**src/rtl/ep_status_pkg.sv**
```systemverilog
package ep_status_pkg;
  localparam int unsigned EP_W     = 4;
  localparam int unsigned ERR_W    = 4;
  localparam int unsigned CTRL_EPS = 2;
  localparam logic [3:0] OP_READ   = 4'hA;
  localparam logic [3:0] OP_VALID  = 4'h6;
  localparam logic [3:0] OP_CLEAR  = 4'h7;
  localparam logic [7:0] OP_ACK    = 8'hF4;

  typedef struct packed {
    logic             ovr;
    logic             tog;
    logic             rsvd;
    logic [ERR_W-1:0] err;
    logic             ok;
  } stat_t;

  typedef enum logic [2:0] {
    CMD_NONE, CMD_READ, CMD_VALID, CMD_CLEAR, CMD_ACK
  } cmd_e;
endpackage

```
**src/rtl/ep_cmd_decode.sv**
```systemverilog
module ep_cmd_decode
  import ep_status_pkg::*;
(
  input  logic            cmd_valid_i,
  input  logic [7:0]      cmd_byte_i,
  output cmd_e            kind_o,
  output logic [EP_W-1:0] ep_o
);
  always_comb begin
    kind_o = CMD_NONE;
    ep_o   = cmd_byte_i[EP_W-1:0];
    if (cmd_valid_i) begin
      if (cmd_byte_i == OP_ACK)              kind_o = CMD_ACK;
      else if (cmd_byte_i[7:4] == OP_READ)   kind_o = CMD_READ;
      else if (cmd_byte_i[7:4] == OP_VALID)  kind_o = CMD_VALID;
      else if (cmd_byte_i[7:4] == OP_CLEAR)  kind_o = CMD_CLEAR;
    end
  end
endmodule

```
**src/rtl/ep_setup_lock.sv**
```systemverilog
module ep_setup_lock (
  input  logic clk_i,
  input  logic rst_ni,
  input  logic setup_i,
  input  logic ack_i,
  output logic lock_o
);
  logic lock_q;

  always_ff @(posedge clk_i or negedge rst_ni) begin
    if (!rst_ni)      lock_q <= 1'b0;
    else if (setup_i) lock_q <= 1'b1;   // setup wins over ack
    else if (ack_i)   lock_q <= 1'b0;
  end

  assign lock_o = lock_q;

  assert_setup_locks_R8: assert property (@(posedge clk_i) disable iff (!rst_ni)
    setup_i |=> lock_o);
  assert_ack_unlocks_R8: assert property (@(posedge clk_i) disable iff (!rst_ni)
    ack_i && !setup_i |=> !lock_o);
endmodule

```
**src/rtl/ep_status_slot.sv**
```systemverilog
module ep_status_slot
  import ep_status_pkg::*;
(
  input  logic             clk_i,
  input  logic             rst_ni,
  input  logic             rec_i,
  input  logic             ok_i,
  input  logic [ERR_W-1:0] err_i,
  input  logic             tog_i,
  input  logic             rd_clr_i,
  output stat_t            stat_o
);
  logic             pend_q, ovr_q, tog_q, ok_q;
  logic [ERR_W-1:0] err_q;

  always_ff @(posedge clk_i or negedge rst_ni) begin
    if (!rst_ni) begin
      pend_q <= 1'b0;
      ovr_q  <= 1'b0;
      tog_q  <= 1'b0;
      ok_q   <= 1'b0;
      err_q  <= '0;
    end else begin
      if (rec_i) begin
        err_q <= err_i;
        ok_q  <= ok_i;
        if (ok_i) tog_q <= tog_i;
      end
      if (rd_clr_i) begin
        pend_q <= rec_i;   // result arriving with the read stays unread
        ovr_q  <= 1'b0;
      end else if (rec_i) begin
        pend_q <= 1'b1;
        if (pend_q) ovr_q <= 1'b1;
      end
    end
  end

  always_comb begin
    stat_o      = '0;
    stat_o.ovr  = ovr_q;
    stat_o.tog  = tog_q;
    stat_o.err  = err_q;
    stat_o.ok   = ok_q;
  end

  assert_fields_R3: assert property (@(posedge clk_i) disable iff (!rst_ni)
    rec_i |=> stat_o.err == $past(err_i) && stat_o.ok == $past(ok_i));
  assert_tog_hold_R4: assert property (@(posedge clk_i) disable iff (!rst_ni)
    rec_i && !ok_i |=> $stable(stat_o.tog));
  assert_overrun_set_R5: assert property (@(posedge clk_i) disable iff (!rst_ni)
    rec_i && pend_q && !rd_clr_i |=> stat_o.ovr);
  assert_read_clears_R7: assert property (@(posedge clk_i) disable iff (!rst_ni)
    rd_clr_i |=> !stat_o.ovr);
endmodule

```
**src/rtl/ep_status_bank.sv**
```systemverilog
module ep_status_bank
  import ep_status_pkg::*;
#(
  parameter int unsigned NUM_EP = 16
) (
  input  logic             clk_i,
  input  logic             rst_ni,
  input  logic             xfer_done_i,
  input  logic [EP_W-1:0]  xfer_ep_i,
  input  logic             xfer_ok_i,
  input  logic [ERR_W-1:0] xfer_err_i,
  input  logic             xfer_tog_i,
  input  logic             setup_rx_i,
  input  logic             cmd_valid_i,
  input  logic [7:0]       cmd_byte_i,
  output logic             rd_valid_o,
  output logic [7:0]       rd_data_o,
  output logic             buf_validate_o,
  output logic             buf_clear_o,
  output logic [EP_W-1:0]  buf_ep_o,
  output logic             cmd_ignored_o,
  output logic             ctrl_lock_o
);
  cmd_e            kind;
  logic [EP_W-1:0] cmd_ep;
  stat_t           stat_arr [NUM_EP];
  stat_t           sel_stat;
  logic            lock, is_ctrl, is_buf, blocked;

  ep_cmd_decode i_dec (
    .cmd_valid_i (cmd_valid_i),
    .cmd_byte_i  (cmd_byte_i),
    .kind_o      (kind),
    .ep_o        (cmd_ep)
  );

  ep_setup_lock i_lock (
    .clk_i   (clk_i),
    .rst_ni  (rst_ni),
    .setup_i (setup_rx_i),
    .ack_i   (kind == CMD_ACK),
    .lock_o  (lock)
  );

  for (genvar g = 0; g < NUM_EP; g++) begin : g_slot
    ep_status_slot i_slot (
      .clk_i    (clk_i),
      .rst_ni   (rst_ni),
      .rec_i    (xfer_done_i && (xfer_ep_i == EP_W'(g))),
      .ok_i     (xfer_ok_i),
      .err_i    (xfer_err_i),
      .tog_i    (xfer_tog_i),
      .rd_clr_i ((kind == CMD_READ) && (cmd_ep == EP_W'(g))),
      .stat_o   (stat_arr[g])
    );
  end

  always_comb begin
    sel_stat = '0;
    for (int i = 0; i < NUM_EP; i++)
      if (cmd_ep == EP_W'(i)) sel_stat = stat_arr[i];
  end

  assign is_ctrl = cmd_ep < EP_W'(CTRL_EPS);
  assign is_buf  = (kind == CMD_VALID) || (kind == CMD_CLEAR);
  assign blocked = lock && is_ctrl;

  always_ff @(posedge clk_i or negedge rst_ni) begin
    if (!rst_ni) begin
      rd_valid_o     <= 1'b0;
      rd_data_o      <= '0;
      buf_validate_o <= 1'b0;
      buf_clear_o    <= 1'b0;
      buf_ep_o       <= '0;
      cmd_ignored_o  <= 1'b0;
    end else begin
      rd_valid_o     <= kind == CMD_READ;
      if (kind == CMD_READ) rd_data_o <= sel_stat;
      buf_validate_o <= (kind == CMD_VALID) && !blocked;
      buf_clear_o    <= (kind == CMD_CLEAR) && !blocked;
      cmd_ignored_o  <= is_buf && blocked;
      if (is_buf && !blocked) buf_ep_o <= cmd_ep;
    end
  end

  assign ctrl_lock_o = lock;

  assert_rsvd_zero_R2: assert property (@(posedge clk_i) disable iff (!rst_ni)
    rd_valid_o |-> !rd_data_o[5]);
  assert_rd_after_cmd_R6: assert property (@(posedge clk_i) disable iff (!rst_ni)
    cmd_valid_i && cmd_byte_i[7:4] == OP_READ |=> rd_valid_o && !buf_validate_o && !buf_clear_o);
  assert_buf_pulse_R9: assert property (@(posedge clk_i) disable iff (!rst_ni)
    cmd_valid_i && cmd_byte_i[7:4] == OP_VALID && !ctrl_lock_o |=> buf_validate_o && !cmd_ignored_o);
  assert_lock_blocks_R10: assert property (@(posedge clk_i) disable iff (!rst_ni)
    cmd_valid_i && (cmd_byte_i[7:4] == OP_VALID || cmd_byte_i[7:4] == OP_CLEAR)
      && ctrl_lock_o && cmd_byte_i[3:0] < 4'd2
    |=> cmd_ignored_o && !buf_validate_o && !buf_clear_o);
  assert_unknown_quiet_R11: assert property (@(posedge clk_i) disable iff (!rst_ni)
    cmd_valid_i && kind == CMD_NONE && !setup_rx_i
    |=> !rd_valid_o && !buf_validate_o && !buf_clear_o && !cmd_ignored_o
        && ctrl_lock_o == $past(ctrl_lock_o));
endmodule

```
**config.mk**
```make
export PLATFORM = sky130hd
export DESIGN_NAME = ep_status_bank
export DESIGN_NICKNAME = d
export VERILOG_FILES = /design/src/rtl/ep_status_pkg.sv /design/src/rtl/ep_cmd_decode.sv /design/src/rtl/ep_setup_lock.sv /design/src/rtl/ep_status_slot.sv /design/src/rtl/ep_status_bank.sv
export SDC_FILE = /design/constraint.sdc
export NUM_CORES = 1
export LEC_CHECK = 0
export ABC_AREA = 1
export BUFFER_PORTS_ARGS = -buffer_cell sky130_fd_sc_hd__buf_2
export CAP_MARGIN = 25
export CORE_ASPECT_RATIO = 0.6
export CORE_MARGIN = 2
export CORE_UTILIZATION = 46
export CTS_CLUSTER_DIAMETER = 100
export DETAILED_ROUTE_END_ITERATION = 16
export HOLD_SLACK_MARGIN = 0.02
export PLACE_DENSITY = 0.62
export SETUP_SLACK_MARGIN = 0.5
export SYNTH_ARGS = -nofsm -noshare
export SYNTH_HDL_FRONTEND = slang
export SYNTH_SLANG_ARGS = --single-unit
```
**constraint.sdc**
```tcl
create_clock -name clk_i -period 1.5 [get_ports clk_i]
set_input_delay 0.3 -clock clk_i [delete_from_list [all_inputs] [get_ports clk_i]]
set_output_delay 0.3 -clock clk_i [all_outputs]
set_load 0.02 [all_outputs]
```
## Word-level counts from Yosys, hierarchy flattened

Index checks and enable logic that the tools add are counted.

- Register bits: 145
- Output and inout port bits: 17
- Word-level logic and storage cells: 335

- Order comparisons: 1
- Equality and inequality tests: 38
- Multiplexer cells: 103
- Reduce and logical (&&, ||, !) cells: 106

Operators by type and width:

| cell | number |
|---|---|
| 2-to-1 mux 8 bit | 16 |
| 2-to-1 mux 1 bit | 82 |
| equality test 4 bit, second input constant | 17 |
| nonzero test 2 bit | 33 |
| AND reduction 2 bit | 32 |
| equality test 4 x 3 -> 1 bit, second input constant | 10 |
| logical AND 1 bit | 37 |
| equality test 4 x 2 -> 1 bit, second input constant | 4 |
| 2-to-1 mux 3 bit | 4 |
| equality test 4 x 1 -> 1 bit, second input constant | 2 |
| equality test 8 bit, second input constant | 1 |
| logical NOT 4 bit | 2 |
| equality test 3 x 2 -> 1 bit, second input constant | 2 |
| less-than comparator 4 x 2 -> 1 bit, second input constant | 1 |
| equality test 3 x 1 -> 1 bit, second input constant | 1 |
| equality test 3 bit, second input constant | 1 |
| 2-to-1 mux 2 bit | 1 |
| logical NOT 1 bit | 1 |
| logical OR 1 bit | 1 |

## Depth between registers and ports, before layout

Gate-level depths: netlist (run 1).

- Depth in word-level cells: 17
- Depth in mapped cells: 14
- Depth with buffers taken out: 13

## Modules after synthesis

From an unflattened synthesis (run 1), not the netlist that was laid out.

- Cell total of the unflattened synthesis: 1,014
- Area total of the unflattened synthesis: 7,407.1 sq um

By module, submodules not included:

| module | times used | cells an instance | area an instance (sq um) |
|---|---|---|---|
| ep_status_slot | 16 | 39 | 335.3 |
| ep_status_bank | 1 | 358 | 1,878.1 |
| ep_cmd_decode | 1 | 27 | 123.9 |
| ep_setup_lock | 1 | 5 | 40.0 |

## Worst setup path before layout (run 1)

OpenSTA, ideal clock, no wires.

- Kind: input -> register
- From: input cmd_byte_i[1]
- To: register rd_data_o[6]
- Arrival time: 1.399 ns
- Slack: -0.015 ns
- Stages on the path: 11
- Cells stage by stage: buf_2 -> nand2_1 -> nor2_4 -> inv_2 -> or2_0 -> nand2_1 -> nand4_1 -> nor2_1 -> nand4_1 -> nand2_1 -> nand2_1

- Cells in the longest elaborated chain, start to end: 17
- Elaborated cells between the ends (all ways): 36
- Those cells by class: eq/ne: 17; mux: 18; reduce/logical: 1

RTL lines:

| what | line | RTL |
|---|---|---|
| start, declared | ep_status_bank.sv:15 | `input logic [7:0] cmd_byte_i,` |
| logical NOT 4 bit | ep_status_bank.sv:61 | `if (cmd_ep == EP_W'(i)) sel_stat = stat_arr[i];` |
| 2-to-1 mux 8 bit (16 in a row) | ep_status_bank.sv:61 |  |
| end signal, assigned | ep_status_bank.sv:78 | `if (kind == CMD_READ) rd_data_o <= sel_stat;` |
| end, declared | ep_status_bank.sv:17 | `output logic [7:0] rd_data_o,` |

Parallel ways exist; a longest one is shown, timed or not.
A chain may end at the register's enable or synchronous reset.

## Worst setup path in the final report (run 1)

- From: register g_slot[0].i_slot.ok_q
- To: register rd_data_o[0]

- Cells in the longest elaborated chain, start to end: 16

RTL lines:

| what | line | RTL |
|---|---|---|
| start, declared | ep_status_slot.sv:13 | `logic pend_q, ovr_q, tog_q, ok_q;` |
| start signal, assigned | ep_status_slot.sv:26 | `ok_q <= ok_i;` |
| 2-to-1 mux 8 bit (16 in a row) | ep_status_bank.sv:61 |  |

No other way between the ends.

==> impl_metrics.yaml, run 1 <==
clocking:
  cts_root_buffer: "clkbuf_16"
  cts_tree: "done"
  insertion_delay_ns: 0.42
  clkSinkCount: 144
  clk_path_buf_depth: 2
  numCtsBuffers: 17
  clk_pin_slew_ns: 0.06
  htreeDepth: 4
timing:
  hold_viol: 0
  slew_headroom_pct: 66.2
  report.final.slew_viol_count: 0
  fin_crit_ns: 1.74
  rsz0062_at_grt: "true"
  finalClockSkew_ns: 0.00762
  setup_slack_ns: -0.245
  setup-violations-final: 7
  tightest_slew_ns: 0.505
  finalCritPeriodShare_pct: 116
  setup_tns_ns: -1.05
  fmax_mhz: 573
setup_path:
  slowest_stage: "dfrtp_1"
  crit_family: "simple AND/OR/NAND/NOR gates"
  rr_startpoint: "g_slot[0].i_slot.ok_q"
  path_max_fanout: 2
  reg2reg_slack_ns: -0.24
  critPathKind: "reg -> reg"
  crit_path_end_kind: "register"
  reg2reg_depth: 10
  path_cells: "nand2_1, nand3_1, nor2_2, nand4_1, nor2_2, nand4_1, nor2_2, nand3_2, nand2_2, nand2_1"
  slowest_delay_ns: 0.41
  start_kind: "register"
  cp.required_ns: 1.81
  critPathBufInv: 0
  worst_ep_arrival_time_ns: 2.06
  path_depth: 10
  cp_common_cell: "nor2_2"
  regToRegEndpoint: "rd_data_o[0]"
yosys:
  syn_nets: 799
  syn_inst: 776
  synth_area_per_cell_um2: 8.12
  ys.warnings.count: 0
  synth.yosys.seq_area_share_pct: 57.2
  synth_area_um2: 6300
  ys_types: 24
  ys_ff_latch: 144
floorplanning:
  num_rows: 33
  ios: 40
  core_area_um2: 13500
  dieArea_um2: 14700
  die_w_um: 155
  start_util_pct: 46.7
  die_h_um: 94.7
grt:
  grt_pass1_wl_um: 32300
  grt_max_degree: 48
  grt_usage_pct: 29.8
  antenna_found_initial: 0
  grt-ovfl-total: 0
  grt_pass1_vias: 5704
min_path:
  worstHoldStart: "setup_rx_i"
  holdPathStages: 2
  holdPathEnd: "i_lock.lock_o"
  hp-class: "in -> reg"
route:
  via_per_inst: 5.44
  wire_per_inst_um: 19.0
  drt_iter0_drc: 756
  drc: 0
  antenna_left: 0
  vias: 5965
  drt-pass1-iter-count: 6
  wirelength_um: 20800
status:
  status: "finished, violations left"
  violations: "setup timing"
job:
  cap_violations: 0
pwr:
  p_switching_mw: 3.41
  p_int_mw: 8.51
  p_clk_share_pct: 39.0
  p_seq_share_pct: 43.3
  power_density_nw_per_um2: 1310
  swShare_pct: 28.6
  p_total_mw: 11.9
  cellLeakagePower_nw: 4.32
  max-vdd-ir-drop_v: 0.000760
  combPwrFrac_pct: 17.7
cells_and_area:
  fin_area_um2: 9090
  nets: 931
  fillers: 1030
  n_antenna_cell: 0
  syn2layout_area_growth_pct: 44.3
  drive_above_1_share_pct: 32.0
place:
  place_congestion: 0.972
  hpwl_um: 14300
  placed_cell_area_um2: 7510
  port_buffers: 38
==> worst register-to-register path: cells and delay by family, from the launching register on <==
| family | cells | cell delay (ns) |
|---|---|---|
| DFF | 1 | 0.41 |
| and+or+nand+nor | 10 | 1.23 |
==> worst max-delay path by stage <==
stage | from | to | slack (ns)
2_1_floorplan | cmd_byte_i[1] | rd_data_o[6] | 0.13
3_3_place_gp | cmd_byte_i[0] | rd_data_o[0] | -0.58
3_5_place_dp | cmd_byte_i[0] | rd_data_o[0] | -0.60
4_1_cts | g_slot[0].i_slot.err_q[3] | rd_data_o[4] | -0.20
5_1_grt | g_slot[2].i_slot.err_q[2] | rd_data_o[3] | -0.27
6_report | g_slot[0].i_slot.ok_q | rd_data_o[0] | -0.24
==> cells in the final DEF, fill, tap and decap left out, types with 10 or more instances in the layout <==
cell | netlist | routed
a21oi_1 | 36 | 32
buf_12 | 0 | 12
buf_2 | 3 | 16
buf_4 | 1 | 68
buf_6 | 0 | 28
clkbuf_16 | 0 | 17
dfrtp_1 | 144 | 143
inv_1 | 69 | 57
nand2_1 | 233 | 215
nand2_2 | 2 | 10
nand3_2 | 0 | 13
nand4_1 | 19 | 19
nor2_1 | 87 | 46
nor2_2 | 1 | 16
nor2_4 | 1 | 28
nor3_4 | 0 | 10
o21ai_0 | 103 | 77
o21ai_1 | 3 | 21
==> cell families after synthesis <==
family	after synthesis	synth area share, %
buffers and inverters	101	6.13
other	1	0.0595
AO/OA/AOI/OAI	150	12.2
flip-flops	144	57.2
AND/OR/NAND/NOR	380	24.4
==> synthesized netlist by cell type (all sizes together) <==
cell	count	area, um2
o21bai	1	7.51
nand4	19	119
nand2	235	887
dfrtp	144	3600
conb	1	3.75
a22oi	6	45.0
nand3	24	120
nor2	89	344
a31oi	1	6.26
clkbuf	15	56.3
o21ai	106	531
a21oi	36	180
or2	1	6.26
nor3	10	50.1
nor4	2	12.5
clkinv	9	33.8
buf	4	22.5
inv	73	274
==> final cells by class <==
type,count,area (um2),share of cell area [%]
clock buffer,21,470,5.17
clock inverter,11,179,1.97
inverter,82,375,4.13
multi-input combinational,532,2970,32.6
sequential,144,3600,39.6
tap,175,219,2.41
timing repair buffer,131,1280,14.0
==> sequential cells by signal, summed over array words and instances, names as in the netlist <==
signal,count
g_slot.i_slot.err_q,64
g_slot.i_slot.ok_q,16
g_slot.i_slot.ovr_q,16
g_slot.i_slot.pend_q,16
g_slot.i_slot.tog_q,16
rd_data_o,7
buf_ep_o,4
buf_clear_o,1
buf_validate_o,1
cmd_ignored_o,1
i_lock.lock_o,1
rd_valid_o,1
==> power groups by stage <==
stage | Combinational [mW] | Clock (mW) | Sequential, mW
2_1_floorplan | 0.936 | 0 | 5.10
3_3_place_gp | 1.61 | 0 | 5.14
3_5_place_dp | 1.67 | 0 | 5.15
4_1_cts | 1.97 | 4.68 | 5.12
5_1_grt | 2.33 | 4.84 | 5.23
6_report | 2.11 | 4.66 | 5.16
==> routing by layer <==
| layer | track usage (%) | wire, um | up-vias |
|---|---|---|---|
| li1 | - | - | 2771 |
| met1 | 45.6 | 9760 | 2877 |
| met2 | 41.6 | 8630 | 270 |
| met3 | 5.87 | 1930 | 47 |
| met4 | 11.5 | 487 | 0 |
| met5 | 0 | 0 | - |
==> timing repair <==
item,in CTS,in global routing
setup endpoints to repair,65,117
hold endpoints to repair,22,0
resized for setup,131,59
setup buffers,17,9
cloned,4,0
pin swaps,28,45
hold buffers,1,0
==> through the flow <==
step / std cells / setup WS, ns / utilization [%] / hold slack, ns
after global routing: 1096 / -0.272 / 67.3 / 0.103
after detailed placement: 1033 / -0.596 / 55.6 / 0.185
after global placement: 1033 / -0.575 / 55.6 / 0.180
after CTS: 1087 / -0.196 / 65.2 / 0.0874
after floorplan: 776 / 0.127 / - / 0.00441
final: 1096 / -0.245 / 67.3 / 0.0864
Note: power is estimated with default switching activity, not from simulation.
==> run 2, diff against run 1 <==
--- a/config.mk
+++ b/config.mk
@@ -5,7 +5,6 @@
 export SDC_FILE = /design/constraint.sdc
 export NUM_CORES = 1
 export LEC_CHECK = 0
-export ABC_AREA = 1
 export BUFFER_PORTS_ARGS = -buffer_cell sky130_fd_sc_hd__buf_2
 export CAP_MARGIN = 25
 export CORE_ASPECT_RATIO = 0.6
==> impl_metrics.yaml, run 2 <==
status:
  status: "finished, violations left"
  violations: "setup timing"
route:
  via_per_inst: 5.92
  wirelength_um: 23500
  drt-pass1-iter-count: 5
  wire_per_inst_um: 22.3
  antenna_left: 0
  vias: 6244
  drc: 0
  drt_iter0_drc: 642
timing:
  report.final.slew_viol_count: 0
  setup-violations-final: 2
  setup_slack_ns: -0.0261
  fin_crit_ns: 1.53
  whs_ns: 0.0642
  rsz0062_at_grt: "true"
  finalCritPeriodShare_pct: 102
  fmax_mhz: 655
  finalClockSkew_ns: 0.0164
  hold_viol: 0
yosys:
  yosysMostFrequentCell: "nand2_1"
  netlist_top_cells_count: "nand2_1, dfrtp_1, mux2_2"
  synth_top_area_share_pct: 52.8
  yosys.area.top_type: "dfrtp_1"
  synth_ff_type: "dfrtp_1"
  ys_types: 57
  synth.yosys.seq_area_share_pct: 52.8
  ys_ff_latch: 144
  ys.warnings.count: 0
  synth_area_um2: 6820
  synth_area_per_cell_um2: 10.3
  syn_nets: 688
  async_flop_share_pct: 100
  yosys-top-cells-area: "dfrtp_1, mux2_2, nand2_1"
  syn_inst: 665
  synth_edf_count: 0
floorplanning:
  ios: 40
  start_util_pct: 47.0
  num_rows: 34
  core_area_um2: 14500
  die_h_um: 98.3
  die_w_um: 161
  dieArea_um2: 15800
cells_and_area:
  n_antenna_cell: 0
  final_cell_mix: "dfrtp_1, buf_4, nand2_1, nand2_2, buf_6"
  top_register: "g_slot.i_slot.err_q"
  nets: 866
  syn2layout_area_growth_pct: 51.2
  final_core_util_pct: 71.1
  final_common_cell: "dfrtp_1"
  drive_above_1_share_pct: 53.3
  largest_reg_flops: 64
  fin_area_um2: 10300
  stdcell_count: 1054
pwr:
  power_density_nw_per_um2: 1200
  max-vdd-ir-drop_v: 0.000711
  cellLeakagePower_nw: 4.69
min_path:
  holdPathEnd: "i_lock.lock_o"
  holdPathStages: 2
  hp-class: "in -> reg"
  worstHoldStart: "setup_rx_i"
grt:
  antenna_found_initial: 0
  grt_pass1_vias: 6102
  grt_usage_pct: 29.6
  grt-ovfl-total: 0
  grt_pass1_wl_um: 35300
  grt_max_degree: 40
clocking:
  insertion_delay_ns: 0.43
  clkSinkCount: 144
  cts_tree: "done"
  cts_root_buffer: "clkbuf_16"
  numCtsBuffers: 17
  clk_path_buf_depth: 2
  htreeDepth: 4
  clk_pin_slew_ns: 0.06
place:
  placed_cells: 969
  placed_cell_area_um2: 8540
  place_congestion: 0.903
  port_buffers: 38
  hpwl_um: 15300
  place_ws_ns: -0.375
job:
  cap_violations: 0
setup_path:
  slowest_stage: "mux4_2"
  cp.required_ns: 1.81
  regToRegEndpoint: "rd_data_o[4]"
  crit_family: "compound AO/OA/AOI/OAI gates"
  path_cells: "mux4_2, a221oi_2, a211oi_2, o22a_1"
  worst_ep_arrival_time_ns: 1.83
  path_max_fanout: 2
  start_kind: "register"
  crit_path_end_kind: "register"
  rr_startpoint: "g_slot[3].i_slot.err_q[3]"
  critPathKind: "reg -> reg"
  reg2reg_slack_ns: -0.03
  critPathBufInv: 0
  slowest_delay_ns: 0.48
  reg2reg_depth: 4
run 2: changes by cell type in the layout (fill, tap and decap cells not counted), moves of 25 or more:
| cell | change |
|---|---|
| mux2_4 | +51 |
| buf_6 | +25 |
| o21ai_0 | -50 |
| buf_4 | +40 |
| nand2_2 | +47 |
| inv_1 | -52 |
| nand2_1 | -118 |
| nor2_1 | -31 |
run 2: logic make-up after synthesis:
group	count (synthesis)	synth area share (%)
AND/OR/NAND/NOR	247	16.1
flip-flops	144	52.8
AO/OA/AOI/OAI	141	12.6
multiplexers	83	15.0
buffers and inverters	49	3.39
other	1	0.0550
run 2: where the power goes:
group | internal, mW | switching, mW
sequential | 4.73 | 0.616
combinational | 1.66 | 1.37
clock | 2.19 | 1.75
run 2: how the worst max path moves through the flow:
stage | from | endpoint | slack (ns) | cells past startpoint
after floorplan | cmd_byte_i[4] | rd_data_o[7] | -0.12 | 7
after global placement | cmd_byte_i[1] | rd_data_o[6] | -0.36 | 8
after detailed placement | cmd_byte_i[1] | rd_data_o[0] | -0.37 | 8
after CTS | g_slot[11].i_slot.err_q[2] | rd_data_o[3] | 0.02 | 4
after global routing | g_slot[0].i_slot.err_q[3] | rd_data_o[4] | -0.07 | 4
final | g_slot[3].i_slot.err_q[3] | rd_data_o[4] | -0.03 | 4
run 2: timing repair:
item	4_1_cts	5_1_grt
setup endpoints to repair	135	181
gates cloned	1	0
hold endpoints to repair	31	0
gates resized for setup	118	111
buffers inserted	26	25
pin swaps	52	61
hold buffers	1	0
run 2: final cells by class:
| class | count | area, um2 |
|---|---|---|
| timing repair buffer | 200 | 1970 |
| clock buffer | 19 | 453 |
| fill | 1010 | 4200 |
| tap | 198 | 248 |
| inverter | 7 | 41.3 |
| clock inverter | 13 | 88.8 |
| sequential | 144 | 3600 |
| multi-input combinational | 473 | 3910 |
run 2: worst register-to-register path, stage by stage, from the launching register on:
cell and delay, ns:
dfrtp_1 0.38, mux4_2 0.48, a221oi_2 0.32, a211oi_2 0.07, o22a_1 0.17
run 2: per-layer routing:
metal	track usage [%]	routed length (um)	vias up
li1	-	-	2697
met1	44.4	10500	3173
met2	43.9	10500	318
met3	6.54	2100	56
met4	7.55	446	0
met5	0	0	-
run 2: stage by stage:
stage / TNS, ns / total power, mW
after floorplan: -1.38 / 6.73
after global placement: -11.21 / 7.53
after detailed placement: -13.41 / 7.65
after CTS: 0 / 11.9
after global routing: -0.268 / 12.8
final: -0.0366 / 12.3
